$ cat src/rtl/awm_pkg.sv
package awm_pkg;

  localparam int ADDR_W = 32;
  localparam int DATA_W = 16;
  localparam int TGT_W  = 4;

  typedef logic [TGT_W-1:0] tgt_t;

  typedef enum logic [1:0] {
    FLD_BASE = 2'd0,
    FLD_SIZE = 2'd1,
    FLD_TGT  = 2'd2,
    FLD_EN   = 2'd3
  } fld_e;

  localparam tgt_t MISS_TGT = 4'hF;

  // A legal mask is a run of ones from bit 0 (zero included).
  function automatic logic size_ok(input logic [DATA_W-1:0] m);
    logic [DATA_W-1:0] inc;
    inc = m + 1'b1;
    return (m & inc) == '0;
  endfunction

  // Bits outside the mask must agree between address and base.
  function automatic logic in_window(input logic [DATA_W-1:0] a,
                                     input logic [DATA_W-1:0] b,
                                     input logic [DATA_W-1:0] m);
    return ((a ^ b) & ~m) == '0;
  endfunction

endpackage

$ cat src/rtl/awm_win.sv
module awm_win
  import awm_pkg::*;
#(
  parameter int                BASE_W   = 8,
  parameter bit                HAS_MASK = 1'b1,
  parameter logic [BASE_W-1:0] RST_BASE = '0,
  parameter logic [BASE_W-1:0] RST_MASK = '0,
  parameter tgt_t              RST_TGT  = '0,
  parameter bit                RST_EN   = 1'b0
) (
  input  logic              clk,
  input  logic              rst_n,
  input  logic [BASE_W-1:0] addr_hi,
  input  logic              wr_sel,
  input  fld_e              wr_fld,
  input  logic [DATA_W-1:0] wr_data,
  output logic              match,
  output tgt_t              tgt,
  output logic              size_rej
);

  logic [BASE_W-1:0] base_q;
  logic [BASE_W-1:0] mask_q;
  logic [BASE_W-1:0] wr_val;
  tgt_t              tgt_q;
  logic              en_q;

  logic [DATA_W-1:0] a_ext, b_ext, m_ext, v_ext;
  logic              size_wr, size_legal;

  assign wr_val = wr_data[BASE_W-1:0];

  always_comb begin
    a_ext = '0;  a_ext[BASE_W-1:0] = addr_hi;
    b_ext = '0;  b_ext[BASE_W-1:0] = base_q;
    m_ext = '0;  m_ext[BASE_W-1:0] = mask_q;
    v_ext = '0;  v_ext[BASE_W-1:0] = wr_val;
  end

  assign size_wr    = wr_sel && (wr_fld == FLD_SIZE);
  assign size_legal = size_ok(v_ext);
  assign size_rej   = size_wr && HAS_MASK && !size_legal;

  always_ff @(posedge clk) begin
    if (!rst_n) begin
      base_q <= RST_BASE;
      tgt_q  <= RST_TGT;
      en_q   <= RST_EN;
    end else if (wr_sel) begin
      case (wr_fld)
        FLD_BASE: base_q <= wr_val;
        FLD_TGT:  tgt_q  <= wr_data[TGT_W-1:0];
        FLD_EN:   en_q   <= wr_data[0];
        default:  ;
      endcase
    end
  end

  generate
    if (HAS_MASK) begin : g_mask
      always_ff @(posedge clk) begin
        if (!rst_n)                  mask_q <= RST_MASK;
        else if (size_wr && size_legal) mask_q <= wr_val;
      end
    end else begin : g_fixed
      assign mask_q = '0;
    end
  endgenerate

  assign match = en_q && in_window(a_ext, b_ext, m_ext);
  assign tgt   = tgt_q;

  // the stored mask is always a legal run of ones
  assert_mask_legal_R7: assert property (@(posedge clk) disable iff (!rst_n)
    size_ok(m_ext));

  // a refused size write leaves the mask untouched
  assert_reject_keeps_R7: assert property (@(posedge clk) disable iff (!rst_n)
    size_rej |=> $stable(mask_q));

  // an enable write lands on the next edge
  assert_enable_write_R9: assert property (@(posedge clk) disable iff (!rst_n)
    (wr_sel && wr_fld == FLD_EN) |=> (en_q == $past(wr_data[0])));

endmodule

$ cat src/rtl/awm_pick.sv
module awm_pick
  import awm_pkg::*;
#(
  parameter int N     = 13,
  parameter int IDX_W = 4
) (
  input  logic             clk,
  input  logic             rst_n,
  input  logic [N-1:0]     req,
  input  tgt_t             tgt_in [N],
  output logic             any,
  output logic [IDX_W-1:0] idx,
  output tgt_t             tgt
);

  logic [N-1:0] gnt;

  // Scan from the top so the lowest requesting index is left standing.
  always_comb begin
    gnt = '0;
    idx = '0;
    tgt = MISS_TGT;
    for (int i = N - 1; i >= 0; i--) begin
      if (req[i]) begin
        gnt    = '0;
        gnt[i] = 1'b1;
        idx    = IDX_W'(i);
        tgt    = tgt_in[i];
      end
    end
  end

  assign any = |req;

  // at most one grant, and only to a requester
  assert_one_grant_R8: assert property (@(posedge clk) disable iff (!rst_n)
    $onehot0(gnt) && ((gnt & ~req) == '0));

  // a request present means exactly one grant
  assert_grant_if_req_R8: assert property (@(posedge clk) disable iff (!rst_n)
    (req != '0) |-> ($countones(gnt) == 1));

endmodule

$ cat src/rtl/addr_window_map.sv
module addr_window_map
  import awm_pkg::*;
#(
  parameter int   N_DRAM     = 4,
  parameter int   N_CFG      = 8,
  parameter int   DRAM_BW    = 8,
  parameter int   CFG_BW     = 16,
  parameter int   REG_BW     = 12,
  parameter int   DRAM_STEP  = 16,
  parameter logic [DRAM_BW-1:0] DRAM_RST_MASK = 8'h0F,
  parameter logic [REG_BW-1:0]  REG_RST_BASE  = 12'hD00,
  parameter tgt_t REG_TGT    = 4'hC
) (
  input  logic              clk,
  input  logic              rst_n,
  input  logic [31:0]       addr,
  input  logic              wr_en,
  input  logic [3:0]        wr_win,
  input  logic [1:0]        wr_field,
  input  logic [15:0]       wr_data,
  output logic              hit,
  output logic [3:0]        win_idx,
  output logic [3:0]        tgt,
  output logic              size_err
);

  localparam int N_WIN   = 1 + N_DRAM + N_CFG;
  localparam int IDX_W   = $clog2(N_WIN);
  localparam int DRAM_LO = 1;
  localparam int CFG_LO  = 1 + N_DRAM;

  fld_e             wr_fld;
  logic [N_WIN-1:0] wr_sel;
  logic [N_WIN-1:0] win_hit;
  logic [N_WIN-1:0] win_rej;
  tgt_t             win_tgt [N_WIN];

  logic             pick_any;
  logic [IDX_W-1:0] pick_idx;
  tgt_t             pick_tgt;

  assign wr_fld = fld_e'(wr_field);

  always_comb begin
    for (int k = 0; k < N_WIN; k++)
      wr_sel[k] = wr_en && (wr_win == 4'(k));
  end

  // register-space window: fixed 1 MB, no mask
  awm_win #(
    .BASE_W(REG_BW), .HAS_MASK(1'b0), .RST_BASE(REG_RST_BASE),
    .RST_MASK('0), .RST_TGT(REG_TGT), .RST_EN(1'b1)
  ) u_reg_win (
    .clk(clk), .rst_n(rst_n), .addr_hi(addr[ADDR_W-1 -: REG_BW]),
    .wr_sel(wr_sel[0]), .wr_fld(wr_fld), .wr_data(wr_data),
    .match(win_hit[0]), .tgt(win_tgt[0]), .size_rej(win_rej[0])
  );

  generate
    for (genvar i = 0; i < N_DRAM; i++) begin : g_dram
      awm_win #(
        .BASE_W(DRAM_BW), .HAS_MASK(1'b1),
        .RST_BASE(DRAM_BW'(i * DRAM_STEP)), .RST_MASK(DRAM_RST_MASK),
        .RST_TGT(tgt_t'(i)), .RST_EN(1'b1)
      ) u_win (
        .clk(clk), .rst_n(rst_n), .addr_hi(addr[ADDR_W-1 -: DRAM_BW]),
        .wr_sel(wr_sel[DRAM_LO+i]), .wr_fld(wr_fld), .wr_data(wr_data),
        .match(win_hit[DRAM_LO+i]), .tgt(win_tgt[DRAM_LO+i]),
        .size_rej(win_rej[DRAM_LO+i])
      );
    end

    for (genvar j = 0; j < N_CFG; j++) begin : g_cfg
      awm_win #(
        .BASE_W(CFG_BW), .HAS_MASK(1'b1), .RST_BASE('0), .RST_MASK('0),
        .RST_TGT(tgt_t'(N_DRAM + j)), .RST_EN(1'b0)
      ) u_win (
        .clk(clk), .rst_n(rst_n), .addr_hi(addr[ADDR_W-1 -: CFG_BW]),
        .wr_sel(wr_sel[CFG_LO+j]), .wr_fld(wr_fld), .wr_data(wr_data),
        .match(win_hit[CFG_LO+j]), .tgt(win_tgt[CFG_LO+j]),
        .size_rej(win_rej[CFG_LO+j])
      );
    end
  endgenerate

  awm_pick #(.N(N_WIN), .IDX_W(IDX_W)) u_pick (
    .clk(clk), .rst_n(rst_n), .req(win_hit), .tgt_in(win_tgt),
    .any(pick_any), .idx(pick_idx), .tgt(pick_tgt)
  );

  always_ff @(posedge clk) begin
    if (!rst_n) begin
      hit      <= 1'b0;
      win_idx  <= '0;
      tgt      <= MISS_TGT;
      size_err <= 1'b0;
    end else begin
      hit      <= pick_any;
      win_idx  <= 4'(pick_idx);
      tgt      <= pick_tgt;
      size_err <= size_err | (|win_rej);
    end
  end

  // a miss carries index 0 and the miss target
  assert_miss_code_R3: assert property (@(posedge clk) disable iff (!rst_n)
    !hit |-> (tgt == MISS_TGT && win_idx == '0));

  // a winning index names a real window
  assert_idx_range_R8: assert property (@(posedge clk) disable iff (!rst_n)
    hit |-> (win_idx < 4'(N_WIN)));

  // the error flag never clears outside reset
  assert_err_sticky_R7: assert property (@(posedge clk) disable iff (!rst_n)
    size_err |=> size_err);

  // the error flag only rises after a size write
  assert_err_cause_R7: assert property (@(posedge clk) disable iff (!rst_n)
    $rose(size_err) |-> $past(wr_en && wr_field == 2'd1));

endmodule

$ cat config.mk
export PLATFORM = sky130hd
export DESIGN_NAME = addr_window_map
export DESIGN_NICKNAME = d
export VERILOG_FILES = /design/src/rtl/awm_pkg.sv /design/src/rtl/awm_win.sv /design/src/rtl/awm_pick.sv /design/src/rtl/addr_window_map.sv
export SDC_FILE = /design/constraint.sdc
export NUM_CORES = 1
export LEC_CHECK = 0
export ABC_AREA = 1
export CAP_MARGIN = 20
export CELL_PAD_IN_SITES_DETAIL_PLACEMENT = 1
export CELL_PAD_IN_SITES_GLOBAL_PLACEMENT = 2
export CORE_MARGIN = 2
export CORE_UTILIZATION = 39
export CTS_CLUSTER_DIAMETER = 50
export DETAILED_ROUTE_END_ITERATION = 8
export DONT_BUFFER_PORTS = 1
export GPL_TIMING_DRIVEN = 0
export PLACE_DENSITY = 0.91
export SLEW_MARGIN = 20
export SYNTH_ARGS = -nofsm -noshare
export SYNTH_HDL_FRONTEND = slang
export SYNTH_SLANG_ARGS = --single-unit
$ cat constraint.sdc
create_clock -name clk -period 6 [get_ports clk]
set_clock_uncertainty 0.2 [all_clocks]
set_input_delay 1.2 -clock clk [delete_from_list [all_inputs] [get_ports clk]]
set_output_delay 1.2 -clock clk [all_outputs]
set_load 0.03 [all_outputs]
==> impl_results.md <==
- Flop2flop setup slack: 3.13 ns
- Post-synth cell types: 44
- Max-slew violation total from the final report: 0
- Cts bufs inserted: 53
- I/O pin total: 67
- Worst reg2reg path endpoint: win_idx[0]
- # DRC: 0
- Worst Setup End Kind: register
- Max-cap violations: 0
- Post-CTS Hold Fix Bufs: 0
- Final hold vios: 0
- Layout Nets: 2688
- Fmax: 257.1 MHz
- Top cells by area, synth: dfxtp_1, a21oi_1, o21ai_0
- Vias in the first global route: 18550
- Antenna violations before repair: 0
- Port Buffers: 0
- H-tree Lvls: 2
- Core Util, Final: 0.4522
- Max_slew headroom: 0.1934
- Worst EP required: 6.30 ns
- Share of cells above drive strength 1: 0.06030
- Largest net degree at the start of global routing: 14
- Non-filler cells, final: 3271
- RSZ-0062 raised after global routing: false
- Met3 Usage GRT: 0.06071
- Pwr Density: 310.9 nW/um^2
- Area grow syn2layout: 14.01%
- Wirelength per Cell: 24.60 um
- Starting DRC count in detailed routing: 1532
- Crit path from: addr[18]
- Final ANT Viol Nets: 0
- CP Launch Type: input port
- Yosys synthesis warning count: 0
- Critical path's most frequent cell: nand2_1
- FFs w/ async S/R, synth: 0
- Status: complete, no violations
- GR peak layer: met2
- Global route overflow: 0
- Slew at the pin closest to its max-slew limit: 1.210 ns
- Total track usage: 0.3342
- Most common library cells after synthesis: a21oi_1, dfxtp_1, nand2_1, o21ai_0, inv_1
- GPL Wtd Cong: 0.9274
- HP Start: g_cfg[2].u_win.m_ext[13]
- Total Power: 6.408 mW
- Maximum VDD drop: 201.9 uV
- Final setup fails: 0
- Height of the die: 219.3 um
- Core Area: 45580 um^2
- Critical path class: in2reg
- Critical Path, Cell by Cell: buf_2 -> inv_1 -> nand2_1 -> nand3_1 -> nand2_1 -> nor2_1 -> nand3_1 -> nor2_4 -> nor2_1 -> inv_1 -> o21ai_0 -> a21oi_1 -> o21ai_0 -> nand2_1 -> a21oi_1 -> o21a_1
- DP Cell Count: 3176
- Avg Cell Area, Syn: 7.021 um^2
- DIE WIDTH: 219.3 um
- Clock Latency Late Sink: 0.62 ns
- Path depth of the worst reg2reg path: 15
- Met2 GRT Util: 0.5471
- Setup slack after layout: 2.110 ns
- Fin crit share: 0.6483
- Top-count cell post-synth: a21oi_1
- Number of enable flip-flop cells after synthesis: 0
- Leakage: 7.660 nW
- Num rows: 78
- Yosys top cell area share: 0.4507
- Worst-path maximum fanout: 10
- Clk buf depth: 3
- Post-Syn Nets: 2632
- Routed WL: 80.47 mm
- #FFs+latches synth: 407
- CP max-delay cell: inv_1
- Mapped Area: 18080 um^2
- Vias per inst: 5.700
- Hold Crit Class: reg2reg
- Clock transition at the registers of the reported paths: 0.06 ns
- Hold slack: 0.2480 ns
- Cells after Synth: 2575
- Clk root buf: clkbuf_16
- Fin area: 20610 um^2
- Sink Count: 407
- First-pass GRT wire length: 118.1 mm
- Setup TNS: 0 ns
- Reg2reg start: g_cfg[5].u_win.b_ext[10]
- CTS tree: done
- Post-CTS Setup Inserts: 0
- Die area: 48090 um^2
- Drt pass-1 iters: 5
- DR vias: 18640
- Crit path largest cell delay: 0.55 ns
- Placed instance area: 18840 um^2
- Crit path DAT: 4.19 ns
- Place WS: 1.608 ns
- Synth Flop Type: dfxtp_1
- Hpwl dp: 55.96 mm
- Post-synth top area cell: dfxtp_1
- Worst Setup EP: win_idx[0]
- Minimum clock period after layout: 3.890 ns
- Seq/Total Area, Yosys: 0.4507
- Initial Util: 0.3967
- Met1 usage: 0.4237
- Post_cts resized: 0
[worst max-delay path: cells and delay by family]
| kind | cells | cell delay (ns) |
|---|---|---|
| and+or+nand+nor | 8 | 1.29 |
| buffers and inverters | 3 | 0.95 |
| AOI/OAI and AO/OA | 5 | 0.69 |
[final cells by class]
type                       instances  area [um^2]
antenna                            1        2.502
buffer                           170        794.5
clock buffer                      78         1593
clock inverter                    16        171.4
fill                            5830        24970
inverter                         313         1176
multi-input combinational       1685         7960
sequential                       407         8148
tap                              600        750.7
timing repair buffer               1        15.01
[how the worst min path moves through the flow]
stage	end	slack (ns)	cells past startpoint
2_1_floorplan	g_cfg[3].u_win.en_q	0.22	2
4_1_cts	g_cfg[2].u_win.m_ext[13]	0.25	2
3_3_place_gp	g_cfg[3].u_win.m_ext[15]	0.23	2
5_1_grt	g_cfg[7].u_win.m_ext[10]	0.27	2
3_5_place_dp	g_cfg[2].u_win.m_ext[13]	0.24	2
6_report	g_cfg[2].u_win.m_ext[13]	0.25	2
[flip-flops by register name, indices dropped and copies added (netlist names)]
register             flops
hit                      1
tgt                      4
g_cfg.u_win.tgt         32
g_cfg.u_win.b_ext      128
u_reg_win.en_q           1
g_cfg.u_win.m_ext      128
size_err                 1
g_cfg.u_win.en_q         8
u_reg_win.tgt            4
g_dram.u_win.tgt        16
u_reg_win.base_q        12
g_dram.u_win.en_q        4
g_dram.u_win.mask_q     32
g_dram.u_win.base_q     32
win_idx                  4
[routing by layer]
metal | vias up | wire length (um)
li1 | 8588 | -
met1 | 9266 | 33930
met2 | 600 | 36740
met3 | 190 | 5566
met4 | 0 | 4231
met5 | - | 0
[power breakdown]
part | total, mW | switching (mW) | internal [mW]
sequential | 2.73 | 0.0142 | 2.72
combinational | 0.435 | 0.342 | 0.0931
clock | 3.24 | 1.28 | 1.96
[cell usage in the layout (no fill, tap or decap), types with 4 or more instances in the layout]
master / Yosys / final
nand3_1: 174 / 174
buf_6: 11 / 11
buf_2: 23 / 23
nor4_1: 7 / 7
buf_1: 4 / 4
a221oi_1: 4 / 4
dfxtp_1: 407 / 407
nand2_1: 389 / 389
clkbuf_16: 0 / 55
clkinv_2: 1 / 9
o22ai_1: 4 / 4
nand4_1: 13 / 13
a21oi_1: 419 / 419
xnor2_1: 14 / 14
o21ai_1: 17 / 17
nor2_1: 194 / 194
inv_2: 13 / 13
buf_4: 12 / 12
o211ai_1: 18 / 18
nor3_1: 18 / 18
nor2_4: 4 / 4
inv_1: 296 / 296
clkbuf_1: 120 / 130
clkbuf_8: 0 / 13
o21ai_0: 382 / 382
[cell families after synthesis]
family / count (synthesis) / synth area share
AO/OA/AOI/OAI: 855 / 0.2423
XOR/XNOR: 15 / 0.007267
buffers and inverters: 483 / 0.1090
flip-flops: 407 / 0.4507
AND/OR/NAND/NOR: 815 / 0.1907
Note: power is estimated with default switching activity, not from simulation.
